[config.mk]
export PLATFORM = sky130hd
export DESIGN_NAME = word_lane_bridge
export DESIGN_NICKNAME = d
export VERILOG_FILES = /design/src/rtl/wlb_pkg.sv /design/src/rtl/wlb_fifo.sv /design/src/rtl/wlb_tx_serializer.sv /design/src/rtl/wlb_rx_assembler.sv /design/src/rtl/word_lane_bridge.sv
export SDC_FILE = /design/constraint.sdc
export NUM_CORES = 1
export LEC_CHECK = 0
export BUFFER_PORTS_ARGS = -buffer_cell sky130_fd_sc_hd__buf_2
export CAP_MARGIN = 0
export CORE_MARGIN = 2
export CORE_UTILIZATION = 63
export CTS_BUF_LIST = sky130_fd_sc_hd__clkbuf_4 sky130_fd_sc_hd__clkbuf_8
export DETAILED_ROUTE_END_ITERATION = 8
export PLACE_DENSITY = 0.82
export SYNTH_ARGS = -nofsm -noshare
export SYNTH_HDL_FRONTEND = slang
export SYNTH_HIERARCHICAL = 1
export SYNTH_SLANG_ARGS = --single-unit
[constraint.sdc]
create_clock -name clk -period 10.3 [get_ports clk]
set_input_delay 0.515 -clock clk [delete_from_list [all_inputs] [get_ports clk]]
set_output_delay 0.515 -clock clk [all_outputs]
set_load 0.05 [all_outputs]
[src/rtl/wlb_pkg.sv]
package wlb_pkg;
  localparam int unsigned WORD_W = 32;
  localparam int unsigned BYTE_W = 8;

  // 0 encodes four valid bytes, 1..3 encode that many
  typedef logic [1:0] lane_cnt_t;

  typedef struct packed {
    logic [WORD_W-1:0] data;
    lane_cnt_t         cnt;
  } tx_entry_t;

  // index of the last byte lane an entry uses
  function automatic logic [1:0] last_lane(input lane_cnt_t c);
    return (c == 2'd0) ? 2'd3 : c - 2'd1;
  endfunction

  function automatic logic [BYTE_W-1:0] lane_pick(input logic [WORD_W-1:0] w,
                                                  input logic [1:0] idx);
    return w[{idx, 3'b000} +: BYTE_W];
  endfunction

  // newest byte enters the top lane, older bytes move down
  function automatic logic [WORD_W-1:0] shift_in(input logic [WORD_W-1:0] acc,
                                                 input logic [BYTE_W-1:0] b);
    return {b, acc[WORD_W-1:BYTE_W]};
  endfunction
endpackage

[src/rtl/wlb_fifo.sv]
module wlb_fifo #(
  parameter int W     = 34,
  parameter int DEPTH = 8
) (
  input  logic         clk,
  input  logic         rst_n,
  input  logic         push,
  input  logic [W-1:0] wdata,
  input  logic         pop,
  output logic [W-1:0] rdata,
  output logic         full,
  output logic         empty
);
  localparam int PW = $clog2(DEPTH);

  logic [W-1:0] mem [DEPTH];
  logic [PW:0]  wp, rp;

  assign empty = (wp == rp);
  assign full  = (wp[PW] != rp[PW]) && (wp[PW-1:0] == rp[PW-1:0]);
  assign rdata = mem[rp[PW-1:0]];

  always_ff @(posedge clk or negedge rst_n) begin
    if (!rst_n) begin
      wp <= '0;
      rp <= '0;
    end else begin
      if (push && !full) wp <= wp + 1'b1;
      if (pop && !empty) rp <= rp + 1'b1;
    end
  end

  always_ff @(posedge clk) begin
    if (push && !full) mem[wp[PW-1:0]] <= wdata;
  end


  fifo_push_full_chk: assert property (@(posedge clk) disable iff (!rst_n)
    !(push && full));

  fifo_pop_empty_chk: assert property (@(posedge clk) disable iff (!rst_n)
    !(pop && empty));
endmodule

[src/rtl/wlb_tx_serializer.sv]
module wlb_tx_serializer
  import wlb_pkg::*;
(
  input  logic              clk,
  input  logic              rst_n,
  input  tx_entry_t         head_i,
  input  logic              empty_i,
  input  logic              ready_i,
  output logic              valid_o,
  output logic [BYTE_W-1:0] byte_o,
  output logic              pop_o
);
  logic [1:0] idx_q;
  logic       fire;

  assign valid_o = !empty_i;
  assign byte_o  = lane_pick(head_i.data, idx_q);
  assign fire    = valid_o && ready_i;
  assign pop_o   = fire && (idx_q == last_lane(head_i.cnt));

  always_ff @(posedge clk or negedge rst_n) begin
    if (!rst_n)     idx_q <= 2'd0;
    else if (pop_o) idx_q <= 2'd0;
    else if (fire)  idx_q <= idx_q + 2'd1;
  end


  tx_hold_chk: assert property (@(posedge clk) disable iff (!rst_n)
    (valid_o && !ready_i) |=> (valid_o && $stable(byte_o)));

  lane_range_chk: assert property (@(posedge clk) disable iff (!rst_n)
    valid_o |-> (idx_q <= last_lane(head_i.cnt)));
endmodule

[src/rtl/wlb_rx_assembler.sv]
module wlb_rx_assembler
  import wlb_pkg::*;
(
  input  logic              clk,
  input  logic              rst_n,
  input  logic              byte_valid_i,
  input  logic [BYTE_W-1:0] byte_i,
  input  logic              end_i,
  output logic              push_o,
  output logic [WORD_W-1:0] word_o
);
  logic [WORD_W-1:0] acc_q, nxt_acc;
  logic [2:0]        cnt_q, nxt_cnt;

  always_comb begin
    nxt_acc = acc_q;
    nxt_cnt = cnt_q;
    if (byte_valid_i) begin
      nxt_acc = shift_in(acc_q, byte_i);
      nxt_cnt = cnt_q + 3'd1;
    end
    push_o = (nxt_cnt == 3'd4) || (end_i && (nxt_cnt != 3'd0));
    word_o = nxt_acc;
  end

  always_ff @(posedge clk or negedge rst_n) begin
    if (!rst_n) begin
      acc_q <= '0;
      cnt_q <= '0;
    end else if (push_o) begin
      acc_q <= '0;
      cnt_q <= '0;
    end else begin
      acc_q <= nxt_acc;
      cnt_q <= nxt_cnt;
    end
  end


  word_done_chk: assert property (@(posedge clk) disable iff (!rst_n)
    (byte_valid_i && cnt_q == 3'd3) |=> (cnt_q == 3'd0));

  flush_chk: assert property (@(posedge clk) disable iff (!rst_n)
    (end_i && !byte_valid_i && cnt_q != 3'd0) |=> (cnt_q == 3'd0 && acc_q == '0));
endmodule

[src/rtl/word_lane_bridge.sv]
module word_lane_bridge
  import wlb_pkg::*;
#(
  parameter int DEPTH        = 8,
  parameter int ADDR_W       = 8,
  parameter int TX_FULL_ADDR = 'h1C,
  parameter int TX_PART_BASE = 'h80,
  parameter int RX_ADDR      = 'h20
) (
  input  logic              clk,
  input  logic              rst_n,
  input  logic              bus_wr_en,
  input  logic [ADDR_W-1:0] bus_wr_addr,
  input  logic [31:0]       bus_wr_data,
  input  logic              bus_rd_en,
  input  logic [ADDR_W-1:0] bus_rd_addr,
  output logic [31:0]       bus_rd_data,
  output logic              tx_empty,
  output logic              tx_ovf,
  output logic              tx_order_err,
  output logic              ser_tx_valid,
  output logic [7:0]        ser_tx_byte,
  input  logic              ser_tx_ready,
  input  logic              ser_rx_valid,
  input  logic [7:0]        ser_rx_byte,
  input  logic              ser_rx_end,
  output logic              rx_avail,
  output logic              rx_ovf
);
  localparam int ENTRY_W = $bits(tx_entry_t);

  // write decode
  logic      wr_hit, wr_full, wr_partial;
  lane_cnt_t wr_cnt;

  always_comb begin
    wr_hit = 1'b0;
    wr_cnt = 2'd0;
    if (bus_wr_en) begin
      if (bus_wr_addr == ADDR_W'(TX_FULL_ADDR)) wr_hit = 1'b1;
      for (int k = 1; k < 4; k++) begin
        if (bus_wr_addr == ADDR_W'(TX_PART_BASE + 4 * (k - 1))) begin
          wr_hit = 1'b1;
          wr_cnt = lane_cnt_t'(k);
        end
      end
    end
  end

  assign wr_full    = wr_hit && (wr_cnt == 2'd0);
  assign wr_partial = wr_hit && (wr_cnt != 2'd0);

  // transmit path
  logic      tx_full, tx_empty_w, tx_push, tx_pop;
  tx_entry_t tx_in, tx_head;

  assign tx_in   = '{data: bus_wr_data, cnt: wr_cnt};
  assign tx_push = (wr_full && !tx_full) || (wr_partial && tx_empty_w);

  wlb_fifo #(.W(ENTRY_W), .DEPTH(DEPTH)) u_tx_fifo (
    .clk(clk), .rst_n(rst_n),
    .push(tx_push), .wdata(tx_in), .pop(tx_pop),
    .rdata(tx_head), .full(tx_full), .empty(tx_empty_w)
  );

  wlb_tx_serializer u_tx_ser (
    .clk(clk), .rst_n(rst_n),
    .head_i(tx_head), .empty_i(tx_empty_w), .ready_i(ser_tx_ready),
    .valid_o(ser_tx_valid), .byte_o(ser_tx_byte), .pop_o(tx_pop)
  );

  assign tx_empty = tx_empty_w;

  // receive path
  logic        asm_push, rx_full, rx_empty, rx_pop, rd_hit;
  logic [31:0] asm_word, rx_head;

  wlb_rx_assembler u_rx_asm (
    .clk(clk), .rst_n(rst_n),
    .byte_valid_i(ser_rx_valid), .byte_i(ser_rx_byte), .end_i(ser_rx_end),
    .push_o(asm_push), .word_o(asm_word)
  );

  wlb_fifo #(.W(32), .DEPTH(DEPTH)) u_rx_fifo (
    .clk(clk), .rst_n(rst_n),
    .push(asm_push && !rx_full), .wdata(asm_word), .pop(rx_pop),
    .rdata(rx_head), .full(rx_full), .empty(rx_empty)
  );

  assign rd_hit   = bus_rd_en && (bus_rd_addr == ADDR_W'(RX_ADDR));
  assign rx_pop   = rd_hit && !rx_empty;
  assign rx_avail = !rx_empty;

  // registered read data and event pulses
  always_ff @(posedge clk or negedge rst_n) begin
    if (!rst_n) begin
      bus_rd_data  <= '0;
      tx_ovf       <= 1'b0;
      tx_order_err <= 1'b0;
      rx_ovf       <= 1'b0;
    end else begin
      bus_rd_data  <= rx_pop ? rx_head : 32'd0;
      tx_ovf       <= wr_full && tx_full;
      tx_order_err <= wr_partial && !tx_empty_w;
      rx_ovf       <= asm_push && rx_full;
    end
  end


  order_reject_chk: assert property (@(posedge clk) disable iff (!rst_n)
    (wr_partial && !tx_empty) |=> (tx_order_err && !tx_ovf));

  tx_drop_chk: assert property (@(posedge clk) disable iff (!rst_n)
    (wr_full && tx_full) |=> tx_ovf);

  empty_read_zero_chk: assert property (@(posedge clk) disable iff (!rst_n)
    (rd_hit && !rx_avail) |=> (bus_rd_data == 32'd0));

  rx_drop_chk: assert property (@(posedge clk) disable iff (!rst_n)
    (asm_push && rx_full) |=> rx_ovf);
endmodule

==> results of run 1 <==
[cell usage after synthesis, drive strengths merged (2+ instances only)]
cell type and instances:
and2 39, dfrtp 88, o311ai 8, nand2b 6
and4 5, or3 4, edfxtp 528, nand3 2
clkbuf 11, a21oi 4, nor2 14, nor3 7
inv 8, nand2 10, o21ai 2, xnor2 13
xor2 9, nor2b 4, o41ai 10, buf 49
a21boi 32, nor4 7, nand3b 2, nand4 4
ha 5, mux2 102, mux4 140
[state kept, by name, summed over array words and instances (netlist names)]
register        count
u_tx_ser/idx_q      2
tx_order_err        1
u_tx_fifo/mem     272
u_rx_asm/cnt_q      3
tx_ovf              1
rx_ovf              1
bus_rd_data        32
u_rx_fifo/wp        4
u_rx_asm/acc_q     32
u_tx_fifo/rp        4
u_rx_fifo/mem     256
u_tx_fifo/wp        4
u_rx_fifo/rp        4
[worst register-to-register path: stages (launching register included)]
cell and delay [ns]:
sky130_fd_sc_hd__dfrtp_2 1.03, sky130_fd_sc_hd__xor2_2 0.32, sky130_fd_sc_hd__or3_1 0.42, sky130_fd_sc_hd__nor2_1 0.25
sky130_fd_sc_hd__nand3_1 0.12, sky130_fd_sc_hd__a21oi_1 0.42, sky130_fd_sc_hd__nor2b_1 0.20, sky130_fd_sc_hd__o41ai_1 0.09
sky130_fd_sc_hd__buf_4 0.19, sky130_fd_sc_hd__nor2_4 0.89
[kinds of logic (layout without fill, tap and decap cells)]
kind of cell               Yosys count  count (layout)  synth area share, %
buffers and inverters               68             311                 2.00
adders and majority gates            5               5                0.256
xor gates and xnor gates            22              22                 1.06
muxes                              243             243                 18.2
DFF                                616             616                 73.8
and+or+nand+nor                    108             108                 2.69
AOI/OAI and AO/OA                   59              59                 2.05
[power breakdown]
| part | internal (mW) | leakage [nW] | switching (mW) | total, mW |
|---|---|---|---|---|
| clock network | 1.01 | 0.952 | 0.889 | 1.90 |
| logic | 0.397 | 2.40 | 0.531 | 0.928 |
| registers | 2.90 | 6.02 | 0.121 | 3.02 |
[worst max path at each step]
stage | from | endpoint | slack, ns | cells after the start
detailed placement | u_tx_fifo/rp[2] | u_tx_fifo/mem[1][13] | 6.01 | 9
global route | u_tx_fifo/rp[0] | ser_tx_byte[4] | 5.50 | 5
global placement | u_tx_fifo/rp[2] | u_tx_fifo/mem[1][22] | 6.12 | 9
CTS | u_tx_fifo/rp[0] | ser_tx_byte[4] | 5.63 | 5
floorplan | u_tx_fifo/wp[1] | u_tx_fifo/mem[4][0] | 4.01 | 8
finish | u_tx_fifo/rp[0] | ser_tx_byte[4] | 5.78 | 5
[per-stage QoR]
step                utilization, %  setup WS (ns)
finish                        70.9           5.78
global route                  70.9           5.50
CTS                           70.9           5.63
detailed placement            66.3           6.01
global placement              66.3           6.12
floorplan                        -           4.01
[what timing repair did]
item	4_1_cts	5_1_grt
setup endpoints to repair	0	0
endpoints found under the hold margin	26	0
hold buffers	1	0
resized for setup	0	0
[per-layer routing]
metal,track usage (%),wire length (um)
met1,32.4,18500
met2,40.5,24300
met3,4.96,2840
met4,6.88,869
met5,0,0
[cell type report]
cell class                 count  area [um2]
fill                        2254       11200
tap                          518         648
timing repair buffer         131         718
clock buffer                 137        1620
inverter                       8        30.0
sequential                   616       18100
multi-input combinational    437        6030
clock inverter                35         175
==> impl_metrics.json, run 1 <==
{
  "asyncSetResetFlopFracSynth_pct": 14.3,
  "mappedNetlistArea_mm2": 0.0245,
  "rr_startpoint": "u_tx_fifo/rp[2]",
  "total_power_mw": 5.85,
  "cp_top_family": "multiplexers",
  "max_freq_ghz": 0.221,
  "synth.distinct_cells": 54,
  "die_area_mm2": 0.0404,
  "worst-r2r-cell-count": 9,
  "crit_fanout": 37,
  "crit_slowest_cell": "sky130_fd_sc_hd__dfrtp_4",
  "synth_area_leader_cell": "sky130_fd_sc_hd__edfxtp_1",
  "critical_path.reg2reg.endpoint": "u_tx_fifo/mem[2][22]",
  "postSynthNetCount": 1189,
  "postSynthRegisterBits": 616,
  "routedWlPerCell_um": 24.7,
  "synthesis.area_per_instance_um2": 21.8,
  "worst_clock_skew_ns": 0.0446,
  "crit_arrival_ns": 4.00,
  "worstSetupEndpointType": "output port",
  "final.hold.worst_slack_ns": 0.0477,
  "drt_pass1_iterations": 5,
  "hold_path_depth": 2,
  "worst_ir_drop_vdd_v": 0.000131,
  "grt_pass1_wl_um": 72000,
  "final_min_period_over_clock_period_pct": 43.8,
  "placedCellCount": 1709,
  "crit_type": "flop to output port",
  "yosys_most_used_dff": "sky130_fd_sc_hd__edfxtp_1",
  "synth-warning-count": 6,
  "crit_path_max_incr_delay_ns": 0.90,
  "synthCells": 1121,
  "antenna_cells_inserted": 0,
  "groute.usage.overall_pct": 24.0,
  "timing.hold.worst_endpoint": "u_rx_asm/cnt_q[1]",
  "htreeDepth": 3,
  "number_of_port_buffers": 108,
  "postCtsSetupRepairBufs": 0,
  "gpl.final_weighted_congestion": 0.752,
  "most-common-layout-cells": "sky130_fd_sc_hd__edfxtp_1, sky130_fd_sc_hd__mux4_2, sky130_fd_sc_hd__buf_2",
  "placementRows": 72,
  "core_mm2": 0.0385,
  "die_w_um": 201,
  "worstPathBufferInverterCount": 2,
  "finalSetupViolCount": 0,
  "run_status": "complete, no violations",
  "period_minus_slack_ns": 4.52,
  "nets": 1356,
  "start_util_pct": 63.6,
  "instances_no_fill": 1882,
  "static-leakage-power_nw": 9.38,
  "worst_case_headroom_to_the_max_slew_limit_pct": 18.9,
  "synth_top_area_share_pct": 64.8,
  "synth-seq-area-share_pct": 73.8,
  "route.detailed.vias_per_inst": 6.08,
  "flow.area_growth_from_synthesis_pct": 11.5,
  "clock_path_buffers": 3,
  "initialDrtViolationCount": 815,
  "cp_data_required_time_ns": 9.79,
  "cts_num_sinks": 616,
  "route.detailed.drc": 0,
  "initial_antenna_violation_count": 1,
  "most_common_cell_after_layout_fill_and_taps_aside": "sky130_fd_sc_hd__edfxtp_1",
  "worst_setup_hold_path_clk_slew_ns": 0.07,
  "layout-drive-gt1-share_pct": 40.6,
  "tritoncts": "built",
  "min-delay-start": "ser_rx_end",
  "floorplan.die.height_um": 201,
  "synth-edff-count": 528,
  "ioPinCount": 109,
  "post_dp_cell_area_mm2": 0.0255,
  "grt.overflow.total": 0,
  "cap_violations": 0,
  "grt_pass1_vias": 12100,
  "worst_setup_path_start_kind": "flop",
  "worstMarginPinSlew_ns": 1.21,
  "grt_setup_unrepaired": "no",
  "setup_total_negative_slack_ns": 0,
  "timing.final.hold_violations": 0,
  "regToRegSetupSlack_ns": 5.91,
  "synth.top_cells.by_area": "sky130_fd_sc_hd__edfxtp_1, sky130_fd_sc_hd__mux4_2, sky130_fd_sc_hd__dfrtp_1",
  "hp-class": "input port to flop",
  "wirelength_um": 46600,
  "worst_path_most_repeated_cell": "sky130_fd_sc_hd__mux4_2",
  "dp.final_hpwl_um": 27800,
  "vias": 11400,
  "tritoncts.num_buffers": 94,
  "power_per_cell_area_mw_per_mm2": 214,
  "worst_path_cell_trace": "buf_4, mux4_2, mux2_2, mux4_2, buf_2",
  "pin_count_of_the_biggest_net_entering_global_routing": 73,
  "worst_skew_pair.late_latency_ns": 0.66,
  "root_buffer": "sky130_fd_sc_hd__clkbuf_8",
  "postLayoutCellArea_mm2": 0.0273,
  "final_antenna_net_count": 0,
  "timing_max_transition_violations_final": 0
}
No activity file was read; power rests on OpenSTA's default activity.
==> run 2, diff against run 1 <==
==> constraint.sdc (replaced) <==
create_clock -name clk -period 4.3 [get_ports clk]
set_input_delay 0.215 -clock clk [delete_from_list [all_inputs] [get_ports clk]]
set_output_delay 0.215 -clock clk [all_outputs]
set_load 0.05 [all_outputs]
==> impl_metrics.json, run 2 (synthesis results as in run 1) <==
{
  "period_minus_slack_ns": 3.68,
  "die_w_um": 201,
  "initial_antenna_violation_count": 2,
  "floorplan.die.height_um": 201,
  "worst_skew_pair.late_latency_ns": 0.67,
  "die_area_mm2": 0.0404,
  "largest_register_ff_count": 272,
  "most-common-layout-cells": "sky130_fd_sc_hd__edfxtp_1, sky130_fd_sc_hd__mux4_2, sky130_fd_sc_hd__clkbuf_8",
  "regArea_mm2": 0.0181,
  "number_of_port_buffers": 108,
  "dp.final_hpwl_um": 26600,
  "grt.met1_usage_pct": 32.0,
  "final_antenna_net_count": 0,
  "pin_count_of_the_biggest_net_entering_global_routing": 73,
  "worstMarginPinSlew_ns": 1.08,
  "start_util_pct": 63.6,
  "globalRoute.busiestLayer": "met2",
  "cp_data_required_time_ns": 4.65,
  "grt_setup_unrepaired": "no",
  "setup_total_negative_slack_ns": 0,
  "tritoncts": "built",
  "multiInputGateArea_mm2": 0.00609,
  "post_cts_resized": 0,
  "max_freq_ghz": 0.272,
  "postLayoutCoreUtil_pct": 73.4,
  "critical_path.reg2reg.endpoint": "u_tx_fifo/mem[2][14]",
  "htreeDepth": 3,
  "crit_arrival_ns": 4.03,
  "timing.critical_path.to": "u_tx_fifo/mem[2][14]",
  "grt.overflow.total": 0,
  "ioPinCount": 109,
  "cap_violations": 0,
  "cts_num_sinks": 616,
  "drt_pass1_iterations": 5,
  "worst_case_headroom_to_the_max_slew_limit_pct": 27.2,
  "static-leakage-power_nw": 9.79,
  "grt_pass1_vias": 12600,
  "groute.usage.overall_pct": 24.4,
  "route.detailed.vias_per_inst": 6.04,
  "crit_fanout": 23,
  "final_min_period_over_clock_period_pct": 85.6,
  "wirelength_um": 47700,
  "most_common_cell_after_layout_fill_and_taps_aside": "sky130_fd_sc_hd__edfxtp_1",
  "timing.final.hold_violations": 0,
  "worst-r2r-cell-count": 9,
  "final.hold.worst_slack_ns": 0.0491,
  "startpoint": "u_tx_fifo/wp[1]",
  "worst_ir_drop_vdd_v": 0.000417,
  "vias": 11800,
  "finalSetupViolCount": 0,
  "worstSetupEndpointType": "flop",
  "global_route_met3_utilization_pct": 5.13,
  "timing_max_transition_violations_final": 0,
  "route.detailed.drc": 0,
  "core_mm2": 0.0385,
  "nets": 1416,
  "regToRegSetupSlack_ns": 0.62,
  "groute.layer.met2.usage_pct": 41.5,
  "worst_setup_hold_path_clk_slew_ns": 0.06,
  "routedWlPerCell_um": 24.5,
  "postLayoutCellArea_mm2": 0.0282,
  "crit_type": "flop to flop",
  "worst_clock_skew_ns": 0.0274,
  "postCtsSetupRepairBufs": 0,
  "hold_path_depth": 2,
  "antenna_cells_inserted": 0,
  "placementRows": 72,
  "grt_pass1_wl_um": 73600,
  "root_buffer": "sky130_fd_sc_hd__clkbuf_8",
  "rr_startpoint": "u_tx_fifo/wp[1]",
  "clock_path_buffers": 3,
  "hp-class": "input port to flop",
  "nFillCells": 2120,
  "tritoncts.num_buffers": 95,
  "post_dp_cell_area_mm2": 0.0257,
  "worst_setup_path_start_kind": "flop",
  "flow.area_growth_from_synthesis_pct": 15.3,
  "run_status": "complete, no violations",
  "layout-drive-gt1-share_pct": 41.1,
  "initialDrtViolationCount": 932,
  "power_per_cell_area_mw_per_mm2": 516,
  "gpl.final_weighted_congestion": 0.781
}
## run 2: changes by cell type in the layout (fill, tap and decap cells not counted), sizes merged
cell / change
clkinv: -14
inv: +2
clkbuf: +21
clkinvlp: -2
buf: +11
dlygate4sd3: +48
bufinv: +1
## run 2: worst min path at each step
stage | startpoint | to | slack (ns)
floorplan | rst_n | bus_rd_data[0] | -0.08
global placement | rst_n | u_tx_fifo/wp[3] | 0.39
detailed placement | rst_n | u_tx_fifo/rp[3] | 0.41
CTS | ser_rx_byte[3] | u_rx_fifo/mem[3][27] | 0.004
global route | ser_rx_byte[3] | u_rx_fifo/mem[3][27] | 0.05
finish | ser_rx_byte[3] | u_rx_fifo/mem[3][27] | 0.05
## run 2: what timing repair did
action                                  CTS  global route
hold buffers                             49             0
endpoints found under the setup margin    0             0
hold endpoints to repair                361             0
## run 2: area by class of cell
type | count | share of cell area [%]
clock buffers | 158 | 6.64
clock inverters | 22 | 0.514
inverters | 8 | 0.106
multi-input cells | 437 | 21.6
flip-flops and latches | 616 | 64.0
well taps | 518 | 2.30
repair buffers | 190 | 4.81
## run 2: power by group
group	switching [mW]	total, mW	leakage (nW)	internal, mW
Sequential	0.244	7.19	6.02	6.95
Combinational	1.37	2.38	2.68	1.02
Clock	2.17	4.99	1.09	2.82
## run 2: critical path, cell delays in order, from the launching register on
cell and delay, ns:
sky130_fd_sc_hd__dfrtp_1 0.68, sky130_fd_sc_hd__xor2_4 0.21, sky130_fd_sc_hd__or3_1 0.46, sky130_fd_sc_hd__nor2_1 0.25, sky130_fd_sc_hd__nand3_1 0.11, sky130_fd_sc_hd__a21oi_1 0.41, sky130_fd_sc_hd__nor2b_1 0.24, sky130_fd_sc_hd__o41ai_2 0.22
sky130_fd_sc_hd__nor2_4 0.49, sky130_fd_sc_hd__buf_12 0.26
## run 2: stage by stage
stage | std cells | worst slack [ns] | power [mW]
6_report | 1949 | 0.617 | 14.6
2_1_floorplan | 1121 | -0.307 | 9.05
3_3_place_gp | 1720 | 0.860 | 9.60
4_1_cts | 1949 | 0.601 | 14.7
3_5_place_dp | 1720 | 0.666 | 9.67
5_1_grt | 1949 | 0.296 | 15.1
## run 2: routing by layer
layer / routed length, um / share of wire, %
met5: 22 / 0.046
met4: 876 / 1.8
met3: 3220 / 6.7
met2: 24800 / 52
met1: 18800 / 39
==> run 3, diff against run 2 <==
--- a/config.mk
+++ b/config.mk
@@ -11,7 +11,7 @@
 export CORE_UTILIZATION = 63
 export CTS_BUF_LIST = sky130_fd_sc_hd__clkbuf_4 sky130_fd_sc_hd__clkbuf_8
 export DETAILED_ROUTE_END_ITERATION = 8
-export PLACE_DENSITY = 0.82
+export PLACE_DENSITY = 0.84
 export SYNTH_ARGS = -nofsm -noshare
 export SYNTH_HDL_FRONTEND = slang
 export SYNTH_HIERARCHICAL = 1
==> impl_metrics.json, run 3 (synthesis results as in run 1) <==
{
  "finalSetupViolCount": 0,
  "htreeDepth": 3,
  "static-leakage-power_nw": 9.74,
  "routedWlPerCell_um": 25.7,
  "timing_max_transition_violations_final": 0,
  "rr_startpoint": "u_tx_fifo/wp[1]",
  "max_freq_ghz": 0.273,
  "globalRoute.busiestLayer": "met2",
  "crit_type": "flop to flop",
  "core_mm2": 0.0385,
  "die_w_um": 201,
  "crit_arrival_ns": 3.94,
  "post_cts_resized": 0,
  "worst_setup_hold_path_clk_slew_ns": 0.06,
  "timing.final.ws_setup_ns": 0.632,
  "timing.final.hold_violations": 0,
  "wirelength_um": 49900,
  "cap_violations": 0,
  "worst_skew_pair.late_latency_ns": 0.68,
  "cts_num_sinks": 616,
  "drt_pass1_iterations": 5,
  "worstSetupEndpointType": "flop",
  "route.detailed.vias_per_inst": 6.13,
  "route.detailed.drc": 0,
  "grt.met1_usage_pct": 33.3,
  "flow.area_growth_from_synthesis_pct": 14.9,
  "run_status": "complete, no violations",
  "worst_ir_drop_vdd_v": 0.000367,
  "setup_total_negative_slack_ns": 0,
  "cp_data_required_time_ns": 4.57,
  "placementRows": 72,
  "vias": 11900,
  "grt_pass1_vias": 12900,
  "pre_cts_ws_ns": 0.714,
  "worstMarginPinSlew_ns": 1.13,
  "most-common-layout-cells": "sky130_fd_sc_hd__edfxtp_1, sky130_fd_sc_hd__mux4_2, sky130_fd_sc_hd__buf_2",
  "period_minus_slack_ns": 3.67,
  "clock_path_buffers": 3,
  "groute.layer.met2.usage_pct": 43.0,
  "most_common_cell_after_layout_fill_and_taps_aside": "sky130_fd_sc_hd__edfxtp_1",
  "dp.final_hpwl_um": 28400,
  "tritoncts.num_buffers": 93,
  "worst_case_headroom_to_the_max_slew_limit_pct": 23.9,
  "grt_setup_unrepaired": "no",
  "grt_pass1_wl_um": 76500,
  "die_area_mm2": 0.0404,
  "grt.overflow.total": 0,
  "crit_fanout": 34,
  "layout-drive-gt1-share_pct": 40.8,
  "final_antenna_net_count": 0,
  "tritoncts": "built",
  "global_route_met3_utilization_pct": 5.30,
  "power_per_cell_area_mw_per_mm2": 514,
  "start_util_pct": 63.6,
  "number_of_port_buffers": 108,
  "worst_setup_path_start_kind": "flop",
  "nets": 1416,
  "initialDrtViolationCount": 861,
  "gpl.final_weighted_congestion": 0.785,
  "postCtsSetupRepairBufs": 0,
  "floorplan.die.height_um": 201,
  "min-delay-start": "ser_rx_byte[0]",
  "worst_clock_skew_ns": 0.0433,
  "hp-class": "input port to flop",
  "groute.usage.overall_pct": 25.6,
  "cts-hold-fix-buffers": 50,
  "largest_register_ff_count": 272,
  "startpoint": "u_tx_fifo/wp[1]",
  "total_power_mw": 14.5,
  "final_min_period_over_clock_period_pct": 85.3,
  "initial_antenna_violation_count": 1,
  "pin_count_of_the_biggest_net_entering_global_routing": 73,
  "ioPinCount": 109,
  "root_buffer": "sky130_fd_sc_hd__clkbuf_8"
}
run 3: changes by cell type in the layout (fill, tap and decap cells not counted), moves of 2 or more:
cell,previous run,this run
sky130_fd_sc_hd__clkinvlp_4,1,3
sky130_fd_sc_hd__buf_4,28,31
sky130_fd_sc_hd__inv_6,5,0
sky130_fd_sc_hd__diode_2,0,2
sky130_fd_sc_hd__buf_12,6,4
sky130_fd_sc_hd__clkbuf_8,110,104
sky130_fd_sc_hd__clkbuf_4,48,46
sky130_fd_sc_hd__inv_8,0,2
run 3: per-stage QoR:
| step | utilization, % | instance area [um2] | instances | hold slack, ns |
|---|---|---|---|---|
| after floorplan | - | 24500 | 1121 | -0.0806 |
| after detailed placement | 66.8 | 25700 | 1721 | 0.392 |
| after CTS | 73.1 | 28100 | 1942 | 0.00791 |
| final | 73.1 | 28100 | 1944 | 0.0482 |
| after global routing | 73.1 | 28100 | 1943 | 0.0457 |
| after global placement | 66.8 | 25700 | 1721 | 0.382 |
run 3: worst paths after layout:
| check | endpoint | slack [ns] | cells after the start |
|---|---|---|---|
| max | u_tx_fifo/mem[0][22] | 0.63 | 9 |
| min | u_rx_fifo/mem[1][24] | 0.05 | 2 |
| max reg2reg | u_tx_fifo/mem[0][22] | 0.63 | 9 |
| min reg2reg | u_rx_asm/cnt_q[1] | 0.61 | 2 |
| max in group asynchronous | bus_rd_data[20] | 3.12 | 3 |
| min in group asynchronous | tx_order_err | 0.19 | 2 |
run 3: where the power goes:
| group | switching (mW) | internal, mW | total [mW] |
|---|---|---|---|
| Sequential | 0.234 | 6.95 | 7.18 |
| Combinational | 1.41 | 1.01 | 2.42 |
| Clock | 2.18 | 2.68 | 4.86 |
| Total | 3.82 | 10.6 | 14.5 |
run 3: layer usage:
| layer | share of wire (%) | vias to the layer above |
|---|---|---|
| li1 | - | 5073 |
| met1 | 38 | 6247 |
| met3 | 7.1 | 97 |
| met5 | 0 | - |
| met4 | 2.8 | 0 |
| met2 | 52 | 492 |
run 3: worst max-delay path, stage by stage (launching register included):
cell and delay (ns):
sky130_fd_sc_hd__dfrtp_1 0.66, sky130_fd_sc_hd__xor2_4 0.21, sky130_fd_sc_hd__or3_1 0.46, sky130_fd_sc_hd__nor2_1 0.31
sky130_fd_sc_hd__nand3_1 0.14, sky130_fd_sc_hd__a21oi_1 0.41, sky130_fd_sc_hd__nor2b_1 0.21, sky130_fd_sc_hd__o41ai_2 0.21
sky130_fd_sc_hd__nor3_4 0.16, sky130_fd_sc_hd__buf_4 0.49
run 3: cell type report:
cell class	instances	area, um2
repair buffers	192	1350
multi-input cells	437	6090
clock buffers	150	1780
inverters	8	30.0
diodes	2	5.00
well taps	518	648
fillers	2033	10300
flip-flops and latches	616	18100
clock inverters	21	151
